File: src/rtl/irq_latch_pkg.sv
package irq_latch_pkg;

  localparam int REG_W      = 32;
  localparam int MAX_SRC    = 15;
  localparam int MASTER_BIT = 31;
  localparam int IRQ_BIT    = 15;
  localparam int EN_LSB     = 16;

  // Next state of one pending flag: a high line wins over an acknowledge.
  function automatic logic pend_next(input logic cur, input logic line, input logic ack);
    return line | (cur & ~ack);
  endfunction

  // Next state of one enable: only a selected position moves, towards dir.
  function automatic logic en_next(input logic cur, input logic sel, input logic dir);
    return sel ? dir : cur;
  endfunction

  // Mask of the positions a configuration of n lines can show.
  function automatic logic [REG_W-1:0] used_mask(input int n);
    logic [REG_W-1:0] m;
    m = '0;
    m[MASTER_BIT] = 1'b1;
    m[IRQ_BIT]    = 1'b1;
    for (int i = 0; i < MAX_SRC; i++) begin
      if (i < n) begin
        m[i]          = 1'b1;
        m[EN_LSB + i] = 1'b1;
      end
    end
    return m;
  endfunction

endpackage

File: src/rtl/irq_pend_bank.sv
module irq_pend_bank
  import irq_latch_pkg::*;
#(
  parameter int NS = 15
) (
  input  logic          clk,
  input  logic          rst_n,
  input  logic [NS-1:0] line_i,
  input  logic [NS-1:0] ack_i,
  output logic [NS-1:0] pend_o
);

  for (genvar g = 0; g < NS; g++) begin : g_bit
    always_ff @(posedge clk or negedge rst_n) begin
      if (!rst_n) pend_o[g] <= 1'b0;
      else        pend_o[g] <= pend_next(pend_o[g], line_i[g], ack_i[g]);
    end
  end

endmodule

File: src/rtl/irq_en_bank.sv
module irq_en_bank
  import irq_latch_pkg::*;
#(
  parameter int NS = 15
) (
  input  logic          clk,
  input  logic          rst_n,
  input  logic          wr_i,
  input  logic          dir_i,
  input  logic [NS-1:0] sel_i,
  output logic          master_o,
  output logic [NS-1:0] en_o
);

  always_ff @(posedge clk or negedge rst_n) begin
    if (!rst_n)    master_o <= 1'b0;
    else if (wr_i) master_o <= dir_i;
  end

  for (genvar g = 0; g < NS; g++) begin : g_bit
    always_ff @(posedge clk or negedge rst_n) begin
      if (!rst_n) en_o[g] <= 1'b0;
      else        en_o[g] <= en_next(en_o[g], wr_i & sel_i[g], dir_i);
    end
  end

endmodule

File: src/rtl/irq_combine.sv
module irq_combine #(
  parameter int NS = 15
) (
  input  logic          master_i,
  input  logic [NS-1:0] en_i,
  input  logic [NS-1:0] pend_i,
  output logic          irq_o
);

  logic [NS-1:0] armed;
  assign armed = en_i & pend_i;
  assign irq_o = master_i & (|armed);

endmodule

File: src/rtl/irq_latch_reg.sv
module irq_latch_reg
  import irq_latch_pkg::*;
#(
  parameter int NUM_SRC = 15
) (
  input  logic               clk,
  input  logic               rst_n,
  input  logic [NUM_SRC-1:0] src_i,
  input  logic               wr_en_i,
  input  logic [REG_W-1:0]   wr_data_i,
  output logic [REG_W-1:0]   rd_data_o,
  output logic               irq_o
);

  logic               master;
  logic [NUM_SRC-1:0] en;
  logic [NUM_SRC-1:0] pend;
  logic [NUM_SRC-1:0] ack;
  logic               unused_wr_bits;

  assign ack            = wr_en_i ? wr_data_i[NUM_SRC-1:0] : '0;
  assign unused_wr_bits = ^wr_data_i;

  irq_pend_bank #(.NS(NUM_SRC)) u_pend (
    .clk    (clk),
    .rst_n  (rst_n),
    .line_i (src_i),
    .ack_i  (ack),
    .pend_o (pend)
  );

  irq_en_bank #(.NS(NUM_SRC)) u_en (
    .clk      (clk),
    .rst_n    (rst_n),
    .wr_i     (wr_en_i),
    .dir_i    (wr_data_i[MASTER_BIT]),
    .sel_i    (wr_data_i[EN_LSB +: NUM_SRC]),
    .master_o (master),
    .en_o     (en)
  );

  irq_combine #(.NS(NUM_SRC)) u_comb (
    .master_i (master),
    .en_i     (en),
    .pend_i   (pend),
    .irq_o    (irq_o)
  );

  always_comb begin
    rd_data_o                       = '0;
    rd_data_o[MASTER_BIT]           = master;
    rd_data_o[EN_LSB +: NUM_SRC]    = en;
    rd_data_o[IRQ_BIT]              = irq_o;
    rd_data_o[NUM_SRC-1:0]          = pend;
  end

endmodule

File: config.mk
export PLATFORM = sky130hd
export DESIGN_NAME = irq_latch_reg
export DESIGN_NICKNAME = d
export VERILOG_FILES = /design/src/rtl/irq_latch_pkg.sv /design/src/rtl/irq_pend_bank.sv /design/src/rtl/irq_en_bank.sv /design/src/rtl/irq_combine.sv /design/src/rtl/irq_latch_reg.sv
export SDC_FILE = /design/constraint.sdc
export NUM_CORES = 1
export LEC_CHECK = 0
export BUFFER_PORTS_ARGS = -buffer_cell sky130_fd_sc_hd__buf_2
export CORE_MARGIN = 1.5
export CORE_UTILIZATION = 43
export DETAILED_ROUTE_END_ITERATION = 10
export PLACE_DENSITY_LB_ADDON = 0.08
export SLEW_MARGIN = 20
export SYNTH_ARGS = -nofsm -noshare
export SYNTH_HDL_FRONTEND = slang
export SYNTH_HIERARCHICAL = 1
export SYNTH_SLANG_ARGS = --single-unit
File: constraint.sdc
create_clock -name clk -period 1.62 [get_ports clk]
set_input_delay 0.324 -clock clk [delete_from_list [all_inputs] [get_ports clk]]
set_output_delay 0.324 -clock clk [all_outputs]
set_load 0.02 [all_outputs]
Word-level counts from Yosys, hierarchy flattened
Cells that the tools add are included.
{"block": "word_totals", "out_inout_bits": 33, "wordCells": 95, "input_bits": 50, "ff_bits": 31}
{"block": "op_classes", "n_reduce_logical": 1, "mux": 1, "n_bitwise": 62}
{"operator": "1-bit AND", "n": 31}
{"operator": "15-bit AND", "n": 1}
{"operator": "15-bit 2-to-1 mux", "n": 1}
{"operator": "1-bit NOT", "n": 15}
{"operator": "1-bit OR", "n": 15}
{"operator": "15-bit OR reduction", "n": 1}

Depth between registers and ports, before layout
Gate-level depths: netlist (run 1).
{"block": "logic_depth", "depth_word": 4, "depth_mapped": 4, "depth_no_buf": 3}

By module
Netlist (run 1), hierarchy kept.
{"module": "irq_en_bank", "n_inst": 1, "seq_area_each_um2": 400.4, "cells_each": 50, "area_per_inst_um2": 706.9}
{"module": "irq_pend_bank", "n_inst": 1, "seq_area_each_um2": 375.4, "cells_each": 45, "area_per_inst_um2": 544.3}
{"module": "irq_latch_reg", "n_inst": 1, "seq_area_each_um2": 0.0, "cells_each": 18, "area_per_inst_um2": 133.9}
{"module": "irq_combine", "n_inst": 1, "seq_area_each_um2": 0.0, "cells_each": 10, "area_per_inst_um2": 73.8}

Worst setup path after synthesis (run 1)
No wires, ideal clock.
{"block": "synth_path", "kind": "register -> output", "start": "register u_en.en_o[5]", "end": "output rd_data_o[15]", "slack_ps": -22, "required_time_ps": 1296, "t_arrival_ps": 1318, "stages_incl_launch_ff": 5, "path_buffers": 1, "path_cell_list": "dfrtp_1 > a222oi_1 > nand3_1 > o21a_1 > buf_4"}
{"block": "synth_via", "elab_chain_len": 3}
{"item": "from (decl)", "line_no": "irq_en_bank.sv:12", "text": "output logic [NS-1:0] en_o"}
{"item": "from (signal, indexed assignment)", "line_no": "irq_en_bank.sv:23", "text": "else en_o[g] <= en_next(en_o[g], wr_i & sel_i[g], dir_i);"}
{"item": "15-bit AND", "line_no": "irq_combine.sv:11", "text": "assign armed = en_i & pend_i;"}
{"item": "15-bit OR reduction", "line_no": "irq_combine.sv:12", "text": "assign irq_o = master_i & (|armed);"}
{"item": "1-bit AND", "line_no": "irq_combine.sv:12"}
{"item": "to (decl)", "line_no": "irq_latch_reg.sv:11", "text": "output logic [REG_W-1:0] rd_data_o,"}
No other way between the ends.

Final worst setup path (run 1)
{"block": "layout_path", "start": "register u_en.en_o[9]", "end": "output rd_data_o[15]"}
The elaborated chain is that of the path after synthesis.

==> reports/results.md, run 1 <==
### Power and ir drop
- Pwr Density: 974 nW/um2
- maximum VDD drop: 0.640 mV
- P_int: 0.00134 W
- Combinational Power Share: 0.248
- sequential power share: 0.486
- Switch Pwr: 0.000557 W
- Static Leakage: 1.01 nW
- switching part of the total power: 0.294
- share of total power in the clock network: 0.266

### Die
- standard-cell rows: 20
- initial core utilization: 0.466
- Die Width: 61.2 um
- Die Footprint: 3750 um2
- chip height: 61.2 um
- Core Area: 3130 um2
- I/O pin cnt: 83

### GRT
- vias in the first global route: 1082
- total global routing overflow: 0
- initial antenna violation count: 0
- global routing usage summed across all routing layers: 0.177
- pin count of the biggest net entering global routing: 32
- wire length of the first global-routing pass: 4690 um

### Clocking
- number of buffers on the longest clock path: 2
- CTS Root Cell: clkbuf_4
- number of sinks driven by the clock tree: 31
- CTS tree: built
- CTS clk-pin slew, worst paths: 0.09 ns
- clock latency on the worst-skew pair: 0.33 ns
- number of buffers inserted by hold repair at cts: 0
- CTS H-Tree Depth: 2
- number of buffers created by CTS: 5

### Setup path
- CP Max Fanout: 3
- type of destination of the critical path: output pin
- Crit Path Class: reg2out
- CP required: 1.30 ns
- startpoint type of the worst setup path: flop
- Arr. time, crit path: 1.59 ns

### STA
- tightest slew margin relative to the limit: 0.555
- Finish-stage setup viols: 2
- RSZ-0062 raised after global routing: yes
- Hold Vio Cnt, Final: 0
- worst-case setup margin in the final layout: -0.297 ns
- Final min period: 1.92 ns
- post-route fraction of the period consumed by the critical path: 1.18
- setup clock skew after layout: 0 ns
- sum of negative setup slack: -0.592 ns
- highest attainable clock frequency: 522 MHz
- count of pins over their slew limit: 0
- Tightest Pin Transition: 0.667 ns

### Detailed routing
- routed wirelength normalized by instance count: 12.6 um
- Met3 Routed Length: 240 um
- highest signal layer in the routed design: met4
- First-pass DRT Iterations: 4
- WL final: 3170 um
- Met2 Routed Length: 1590 um
- drt via density: 4.76
- Detailed Route Iter0 Violations: 16
- count of vias placed by the detailed router: 1200
- remaining antenna violation count after routing: 0
- # DRC: 0
- wl on met1: 1300 um

### Finish
- total number of nets in the final design: 257
- number of diodes: 0
- sequential cell area: 776 um2
- fillers: 287
- area occupied by multi-input gates: 566 um2
- share of layout cells above drive strength 1: 0.567
- area growth from synthesis to layout: 33.3%

### Placed design
- Port Buf Inserts: 81
- Final Wtd Congestion: 0.669
- setup slack at placement: 0.0395 ns
- HPWL Detailed: 2370 um

### Job
- number of maximum-capacitance constraint violations: 0

### Min path
- class of the tightest hold or removal check: in2async

### Yosys
- combined area of all synthesized cells: 1460 um2
- number of storage elements in the synthesis netlist: 31
- mean post-synth cell area: 11.9 um2
- number of unique standard cell types used by synthesis: 17
- sequential share of the synthesized area: 0.532
- Synthesis Warnings: 6
- Mapped Cells: 123
- nets in the synthesized netlist: 173

### Outcome
- failing checks: setup timing
- run status: finished, violations left

[final timing paths]
path	startpoint	to	slack [ns]	cells after the start
max in group asynchronous	rst_n	u_pend/pend_o[5]	1.16	1
worst min-delay path	rst_n	u_pend/pend_o[13]	0.02	1
min in group clk	src_i[2]	u_pend/pend_o[2]	0.17	2
worst max-delay path	u_en/en_o[9]	rd_data_o[15]	-0.30	4
worst max register to register	u_en/en_o[5]	u_en/en_o[5]	0.73	2
worst min register to register	u_pend/pend_o[6]	u_pend/pend_o[6]	0.50	1
[area by class of cell]
cell class | count | area share
clock buffer | 8 | 0.0354
tap | 44 | 0.0283
sequential | 31 | 0.399
inverter | 15 | 0.0290
timing repair buffer | 83 | 0.218
multi-input combinational | 71 | 0.291
[power groups by stage]
| stage | combinational [W] | clock [W] | sequential (W) |
|---|---|---|---|
| 4_1_cts | 0.000477 | 0.000527 | 0.000920 |
| 6_report | 0.000470 | 0.000504 | 0.000920 |
| 3_3_place_gp | 0.000458 | 0 | 0.000930 |
| 3_5_place_dp | 0.000466 | 0 | 0.000936 |
| 5_1_grt | 0.000511 | 0.000552 | 0.000931 |
| 2_1_floorplan | 0.000191 | 0 | 0.00103 |
[per-layer routing]
layer	up-vias	global-route usage
li1	575	-
met1	571	0.202
met2	48	0.301
met3	6	0.0693
met4	0	0.0652
met5	-	0
[cell usage after synthesis]
cell      number  area share
buf_2          1      0.0034
mux2_4         9       0.093
nand2_1       15       0.039
a21o_1        15       0.077
o21a_1         1      0.0051
and2_1         4       0.017
dfrtp_1       31        0.53
inv_1         15       0.039
and2_2        11       0.057
buf_6          2       0.015
a22oi_1        6       0.031
a222oi_1       1      0.0069
buf_12         1       0.014
mux2_2         7       0.054
buf_4          2       0.010
nand3_1        1      0.0034
nand4_1        1      0.0043
[cells by family after synthesis]
logic type | count (synthesis) | share of synthesized area
muxes | 16 | 0.147
DFF | 31 | 0.532
buffers and inverters | 21 | 0.0815
AOI/OAI and AO/OA | 23 | 0.120
and+or+nand+nor | 32 | 0.120
[critical path, cell delays in order, from the launching register on]
cell and delay [ns]:
dfrtp_1 0.41, a222oi_1 0.34, nand3_1 0.14, o21a_2 0.23, buf_2 0.16
[flip-flops by register name, indices dropped and copies added, names as in the netlist]
register and flops:
u_en/master_o 1, u_en/en_o 15, u_pend/pend_o 15
[cells in the final DEF (no fill, tap or decap), drive strengths merged]
master and instances:
nand2 15, mux2 16, nand4 1, a222oi 1, nand3 1, dfrtp 31, a22oi 6, and2 15
buf 83, clkbuf 8, a21o 15, o21a 1, inv 15
[per-stage QoR]
step / cell area (um2) / util / std cells / hold WS [ns] / power [W]
2_1_floorplan: 1460 / - / 123 / 0.0284 / 0.00122
3_3_place_gp: 1860 / 0.594 / 242 / 0.398 / 0.00139
3_5_place_dp: 1860 / 0.594 / 242 / 0.404 / 0.00140
4_1_cts: 1940 / 0.621 / 252 / 0.0346 / 0.00192
5_1_grt: 1940 / 0.622 / 252 / 0.0541 / 0.00199
6_report: 1940 / 0.622 / 252 / 0.0173 / 0.00189
[repair_timing]
action,in CTS,in global routing
pin swaps,2,0
setup endpoints to repair,2,2
buffers inserted,2,0
gates resized for setup,0,1
No activity file was read; power rests on OpenSTA's default activity.
==> run 2: changes to the inputs <==
--- a/config.mk
+++ b/config.mk
@@ -5,9 +5,10 @@
 export SDC_FILE = /design/constraint.sdc
 export NUM_CORES = 1
 export LEC_CHECK = 0
+export ABC_AREA = 1
 export BUFFER_PORTS_ARGS = -buffer_cell sky130_fd_sc_hd__buf_2
 export CORE_MARGIN = 1.5
-export CORE_UTILIZATION = 43
+export CORE_UTILIZATION = 44
 export DETAILED_ROUTE_END_ITERATION = 10
 export PLACE_DENSITY_LB_ADDON = 0.08
 export SLEW_MARGIN = 20
==> run 2 against run 1 <==
Net effect:
- the run ends with hold timing, setup timing left
- sequential cell count did not move
- core utilization increased by 1.4 points
- maximum frequency grew 16%
- critical endpoint is now irq_o
- largest power group unchanged
==> reports/results.md, run 2 <==
### Outcome
- failing checks: hold timing, setup timing
- run status: finished, violations left

### Finish
- fillers: 347
- area growth from synthesis to layout: 36.4%
- most used cells in the layout excluding fill and tap cells: 115 x nand2_1, 80 x buf_2, 48 x inv_1
- total number of nets in the final design: 365
- most common cell after layout, fill and taps aside: nand2_1
- Finished Cell Area: 2140 um2
- share of layout cells above drive strength 1: 0.316
- largest registers ranked by flip-flop count: u_en/en_o: 15 flops, u_pend/pend_o: 15 flops, u_en/master_o: 1 flops
- final core utilization: 0.635
- number of diodes: 0

### Power and ir drop
- Pwr Density: 938 nW/um2
- P_int: 0.00141 W
- sequential power share: 0.446
- switching part of the total power: 0.296
- Overall Power: 0.00201 W
- Combinational Power Share: 0.243
- maximum VDD drop: 0.559 mV
- share of total power in the clock network: 0.311
- Switch Pwr: 0.000594 W
- Static Leakage: 1.39 nW

### GRT
- global routing usage summed across all routing layers: 0.179
- wire length of the first global-routing pass: 5620 um
- initial antenna violation count: 0
- total global routing overflow: 0
- pin count of the biggest net entering global routing: 48
- vias in the first global route: 1439

### Clocking
- CTS Root Cell: clkbuf_4
- CTS tree: built
- clock latency on the worst-skew pair: 0.33 ns
- number of buffers inserted by hold repair at cts: 0
- number of sinks driven by the clock tree: 31
- CTS H-Tree Depth: 2
- number of buffers on the longest clock path: 2
- CTS clk-pin slew, worst paths: 0.10 ns
- number of buffers created by CTS: 5

### Yosys
- Post-synth ARST share: 1.00
- nets in the synthesized netlist: 274
- number of enable-type register cells in the synthesized netlist: 0
- xor and xnor fraction of the mapped netlist area: 0
- combined area of all synthesized cells: 1570 um2
- complex-gate fraction of the synthesized area: 0.00319
- library cell with the largest summed area after synthesis: dfrtp_1
- sequential share of the synthesized area: 0.495
- post-synthesis mux area share: 0
- flip-flop cell with the highest count after synthesis: dfrtp_1
- combinational family with the most area after synthesis: simple AND/OR/NAND/NOR gates
- basic-gate share of the synthesized area counting and, or, nand and nor cells: 0.338
- Synthesis Warnings: 6
- leading cell types by total area after synthesis: dfrtp_1 50%, nand2_1 28%, inv_1 12%, nand3_1 4.8%, buf_6 3.6%
- most repeated cell in the gate-level netlist after synthesis: nand2_1
- number of storage elements in the synthesis netlist: 31
- number of unique standard cell types used by synthesis: 9
- synthesized-area fraction occupied by adder cells: 0
- mean post-synth cell area: 6.99 um2
- proportion of netlist area held by the largest area contributor: 0.495
- Mapped Cells: 224
- leading cell types by count after synthesis: 115 x nand2_1, 48 x inv_1, 31 x dfrtp_1, 15 x nand3_1, 6 x nor2_1

### Placed design
- Port Buf Inserts: 81
- Final Wtd Congestion: 0.723
- area post-placement: 1980 um2
- HPWL Detailed: 2270 um

### Die
- standard-cell rows: 21
- Die Footprint: 3930 um2
- initial core utilization: 0.466
- I/O pin cnt: 83
- Core Area: 3360 um2
- chip height: 62.7 um
- Die Width: 62.7 um

### Detailed routing
- Detailed Route Iter0 Violations: 37
- First-pass DRT Iterations: 4
- # DRC: 0
- drt via density: 4.15
- routed wirelength normalized by instance count: 8.80 um
- count of vias placed by the detailed router: 1504
- WL final: 3190 um
- remaining antenna violation count after routing: 0

### STA
- count of pins over their slew limit: 0
- tightest slew margin relative to the limit: 0.746
- Finish-stage setup viols: 2
- Hold Vio Cnt, Final: 19
- highest attainable clock frequency: 606 MHz
- post-route fraction of the period consumed by the critical path: 1.02
- worst-case setup margin in the final layout: -0.0298 ns
- Hold Worst Slack: -0.00987 ns
- RSZ-0062 raised after global routing: yes
- setup clock skew after layout: 0 ns
- Final min period: 1.65 ns
- Tightest Pin Transition: 0.381 ns

### Setup path
- Crit Path Class: reg2out
- CP Max Fanout: 3
- Arr. time, crit path: 1.33 ns
- CP required: 1.30 ns
- type of destination of the critical path: output pin
- startpoint type of the worst setup path: flop
- startpoint of the worst-slack reg-to-reg timing path: u_en/en_o[2]
- R2R depth: 3
- setup slack, reg-to-reg: 0.89 ns
- Crit Reg-Reg Endpoint: u_en/en_o[2]

### Job
- number of maximum-capacitance constraint violations: 0

### Min path
- class of the tightest hold or removal check: in2async

run 2: cell types whose count changed in the layout (fill, tap and decap cells not counted), moves of 4 or more:
| cell | previous run | this run |
|---|---|---|
| nand3_1 | 1 | 15 |
| nor2_1 | 0 | 6 |
| a22oi_1 | 6 | 0 |
| a21o_1 | 15 | 0 |
| buf_4 | 3 | 11 |
| nand2_1 | 15 | 115 |
| and2_1 | 4 | 0 |
| inv_1 | 15 | 48 |
| mux2_2 | 7 | 0 |
| and2_2 | 11 | 0 |
| mux2_4 | 9 | 0 |
run 2: kinds of logic (layout without fill, tap and decap cells):
group,count (synthesis),in the layout
AOI/OAI and AO/OA,1,1
DFF,31,31
and+or+nand+nor,136,136
buffers and inverters,56,148
run 2: cell type report:
cell class / count / area, um2 / area share
multi-input combinational: 137 / 534 / 0.250
inverter: 48 / 180 / 0.0843
tap: 46 / 57.6 / 0.0269
timing repair buffer: 92 / 503 / 0.235
sequential: 31 / 776 / 0.363
clock inverter: 2 / 35.0 / 0.0164
clock buffer: 6 / 51.3 / 0.0240
run 2: metrics by stage:
step	TNS [ns]	setup slack (ns)	cells	hold slack, ns
finish	-0.0569	-0.0298	362	-0.00987
global route	-0.342	-0.172	362	0.0192
CTS	-0.0903	-0.0465	362	0.00151
detailed placement	0	0.304	345	0.359
global placement	0	0.315	345	0.363
floorplan	0	0.0629	224	0.0284
run 2: power by group through the flow:
| stage | clock network, W | registers [W] | logic [W] |
|---|---|---|---|
| global placement | 0 | 0.000918 | 0.000443 |
| detailed placement | 0 | 0.000918 | 0.000450 |
| floorplan | 0 | 0.00100 | 0.000183 |
| CTS | 0.000638 | 0.000896 | 0.000494 |
| global route | 0.000670 | 0.000906 | 0.000548 |
| finish | 0.000623 | 0.000895 | 0.000487 |
run 2: worst max-delay path by stage:
stage	from	end	cells after the start
after floorplan	u_en/en_o[10]	rd_data_o[15]	7
after global placement	u_en/en_o[5]	rd_data_o[15]	7
after detailed placement	u_en/en_o[5]	irq_o	7
after CTS	u_en/en_o[2]	irq_o	7
after global routing	u_en/en_o[13]	irq_o	7
final	u_en/en_o[10]	irq_o	7
run 2: critical path: stages (launching register included):
cell	delay, ns
dfrtp_1	0.41
nand2_1	0.07
nand2_1	0.06
nor2_1	0.10
nand2_1	0.06
nor2_1	0.09
nor2_1	0.07
buf_2	0.16
run 2: metal layers:
layer	wire length [um]	up-vias	GRT usage
li1	-	816	-
met1	1420	634	0.209
met2	1500	52	0.312
met3	252	2	0.0450
met4	21	0	0.0750
met5	0	-	0
run 2: what timing repair did:
item,4_1_cts,5_1_grt
gates resized for setup,1,0
buffers inserted,9,0
endpoints found under the setup margin,2,2
pin swaps,4,0
==> run 3: changes to the inputs <==
--- a/config.mk
+++ b/config.mk
@@ -7,7 +7,7 @@
 export LEC_CHECK = 0
 export ABC_AREA = 1
 export BUFFER_PORTS_ARGS = -buffer_cell sky130_fd_sc_hd__buf_2
-export CORE_MARGIN = 1.5
+export CORE_MARGIN = 3
 export CORE_UTILIZATION = 44
 export DETAILED_ROUTE_END_ITERATION = 10
 export PLACE_DENSITY_LB_ADDON = 0.08
==> run 3 against run 2 <==
Net effect:
- the flow finishes with violations (setup timing)
- global-route usage down 0.57 points
- clock power down 29%
- sequential power down 0.4%
- register-to-register slack worse by 0.14 ns
- worst setup slack worse by 0.025 ns
- cell count up 3.0%
- die area up 9.8%
- clock skew unchanged
- non-clock buffer count up 12
- worst hold slack better by 0.18 ns
- core utilization up 1.6 points
- sequential cell count unchanged
- critical endpoint is now rd_data_o[15]
- largest power group unchanged
==> reports/results.md, run 3 (same netlist as run 2, synthesis figures left out) <==
### GRT
- total global routing overflow: 0
- pin count of the biggest net entering global routing: 48
- wire length of the first global-routing pass: 5640 um
- initial antenna violation count: 0
- global routing usage summed across all routing layers: 0.173
- vias in the first global route: 1338

### Finish
- total number of nets in the final design: 377
- area growth from synthesis to layout: 40.9%
- sequential cell area: 776 um2
- area occupied by multi-input gates: 539 um2
- Finished Cell Area: 2210 um2
- fillers: 322
- largest registers ranked by flip-flop count: u_en/en_o: 15 flops, u_pend/pend_o: 15 flops, u_en/master_o: 1 flops
- post-route insts no fill: 373
- most used cells in the layout excluding fill and tap cells: 114 x nand2_1, 79 x buf_2, 48 x inv_1
- most common cell after layout, fill and taps aside: nand2_1
- number of diodes: 0
- share of layout cells above drive strength 1: 0.343

### Placed design
- instance count after placement with tap cells included: 345
- Port Buf Inserts: 81
- Final Wtd Congestion: 0.716
- HPWL Detailed: 2410 um
- area post-placement: 1980 um2

### Clocking
- CTS tree: built
- clock latency on the worst-skew pair: 0.32 ns
- number of buffers created by CTS: 5
- number of buffers on the longest clock path: 2
- CTS Root Cell: clkbuf_4
- CTS H-Tree Depth: 2
- number of sinks driven by the clock tree: 31
- CTS clk-pin slew, worst paths: 0.09 ns

### Setup path
- Arr. time, crit path: 1.35 ns
- CP delay by family, top: simple AND/OR/NAND/NOR gates
- CP Cell Sequence: nand2_1 > nand2_1 > nor2_1 > nand2_1 > nor2_1 > nor2_1 > buf_4
- critical path buffer and inverter count: 1
- maximum single-stage delay on the critical path: 0.41 ns
- CP required: 1.30 ns
- Crit Path Class: reg2out
- CP Max Fanout: 2
- startpoint type of the worst setup path: flop
- slowest stage cell on the critical path: dfrtp_1
- type of destination of the critical path: output pin

### Min path
- class of the tightest hold or removal check: in2reg

### Detailed routing
- Detailed Route Iter0 Violations: 62
- First-pass DRT Iterations: 5
- drt via density: 4.26
- Met3 Routed Length: 344 um
- WL final: 3560 um
- # DRC: 0
- count of vias placed by the detailed router: 1588
- Met2 Routed Length: 1620 um
- remaining antenna violation count after routing: 0
- wl on met1: 1530 um
- routed wirelength normalized by instance count: 9.53 um
- highest signal layer in the routed design: met4

### STA
- RSZ-0062 raised after global routing: yes
- Hold Vio Cnt, Final: 0
- count of pins over their slew limit: 0
- Finish-stage setup viols: 2
- post-route fraction of the period consumed by the critical path: 1.03
- Final min period: 1.67 ns
- setup clock skew after layout: 0 ns
- worst-case setup margin in the final layout: -0.0543 ns
- tightest slew margin relative to the limit: 0.748
- Tightest Pin Transition: 0.378 ns
- highest attainable clock frequency: 597 MHz

### Die
- standard-cell rows: 21
- Die Footprint: 4310 um2
- Die Width: 65.7 um
- Core Area: 3390 um2
- initial core utilization: 0.462
- chip height: 65.7 um
- I/O pin cnt: 83

### Power and ir drop
- Pwr Density: 849 nW/um2
- Static Leakage: 1.43 nW
- maximum VDD drop: 0.556 mV

### Outcome
- run status: finished, violations left
- failing checks: setup timing

### Job
- number of maximum-capacitance constraint violations: 0

==> run 3: cell types whose count changed in the layout (fill, tap and decap cells not counted) <==
cell / change
dlygate4sd3_1: +1
nor2_1: -1
bufinv_16: -1
nand2_2: +1
nand2_1: -1
buf_4: +12
nor2_2: +1
buf_2: -1
==> run 3: final cells by class <==
type                            count  share of cell area
Clock inverter                      1             0.00227
Tap cell                           46              0.0261
Sequential cell                    31               0.351
Clock buffer                        6              0.0232
Inverter                           48              0.0816
Timing Repair Buffer              104               0.271
Multi-Input combinational cell    137               0.244
==> run 3: worst paths after layout <==
check | cells after the start | start | slack, ns | endpoint
worst min register to register | 2 | u_pend/pend_o[6] | 0.50 | u_pend/pend_o[6]
worst max-delay path | 7 | u_pend/pend_o[4] | -0.05 | rd_data_o[15]
worst min-delay path | 3 | src_i[0] | 0.17 | u_pend/pend_o[0]
min in group asynchronous | 3 | rst_n | 0.53 | u_pend/pend_o[10]
worst max register to register | 4 | u_pend/pend_o[5] | 0.75 | u_pend/pend_o[5]
max in group asynchronous | 3 | rst_n | 0.81 | u_en/en_o[11]
==> run 3: per-stage QoR <==
step | util | TNS, ns | worst slack, ns | hold WS [ns] | power, W
2_1_floorplan | - | 0 | 0.0629 | 0.0284 | 0.00119
3_3_place_gp | 0.584 | 0 | 0.323 | 0.366 | 0.00136
3_5_place_dp | 0.584 | 0 | 0.322 | 0.361 | 0.00137
4_1_cts | 0.636 | -0.0781 | -0.0391 | 0.158 | 0.00188
5_1_grt | 0.651 | -0.390 | -0.195 | 0.159 | 0.00201
6_report | 0.651 | -0.109 | -0.0543 | 0.173 | 0.00187
==> run 3: power breakdown <==
| part | switching (W) | leakage, nW | total, W | internal, W |
|---|---|---|---|---|
| Clock | 0.000244 | 0.0341 | 0.000444 | 0.000201 |
| Sequential | 0.0000442 | 0.348 | 0.000891 | 0.000847 |
| Combinational | 0.000305 | 1.05 | 0.000538 | 0.000233 |
==> run 3: metal layers <==
metal	up-vias	global-route usage
met5	-	0
met4	0	0.0622
met3	7	0.0684
met2	58	0.293
met1	679	0.196
li1	844	-
==> run 3: repair_timing <==
action,4_1_cts,5_1_grt
endpoints found under the hold margin,14,0
endpoints found under the setup margin,2,2
hold buffers,1,0
pin swaps,0,7
resized for setup,2,2
setup buffers,14,6
==> run 3: worst reg2reg max path, stage by stage (launching register included) <==
cell,delay [ns]
dfrtp_1,0.40
buf_4,0.13
buf_4,0.12
nand2_1,0.05
nand2_1,0.06
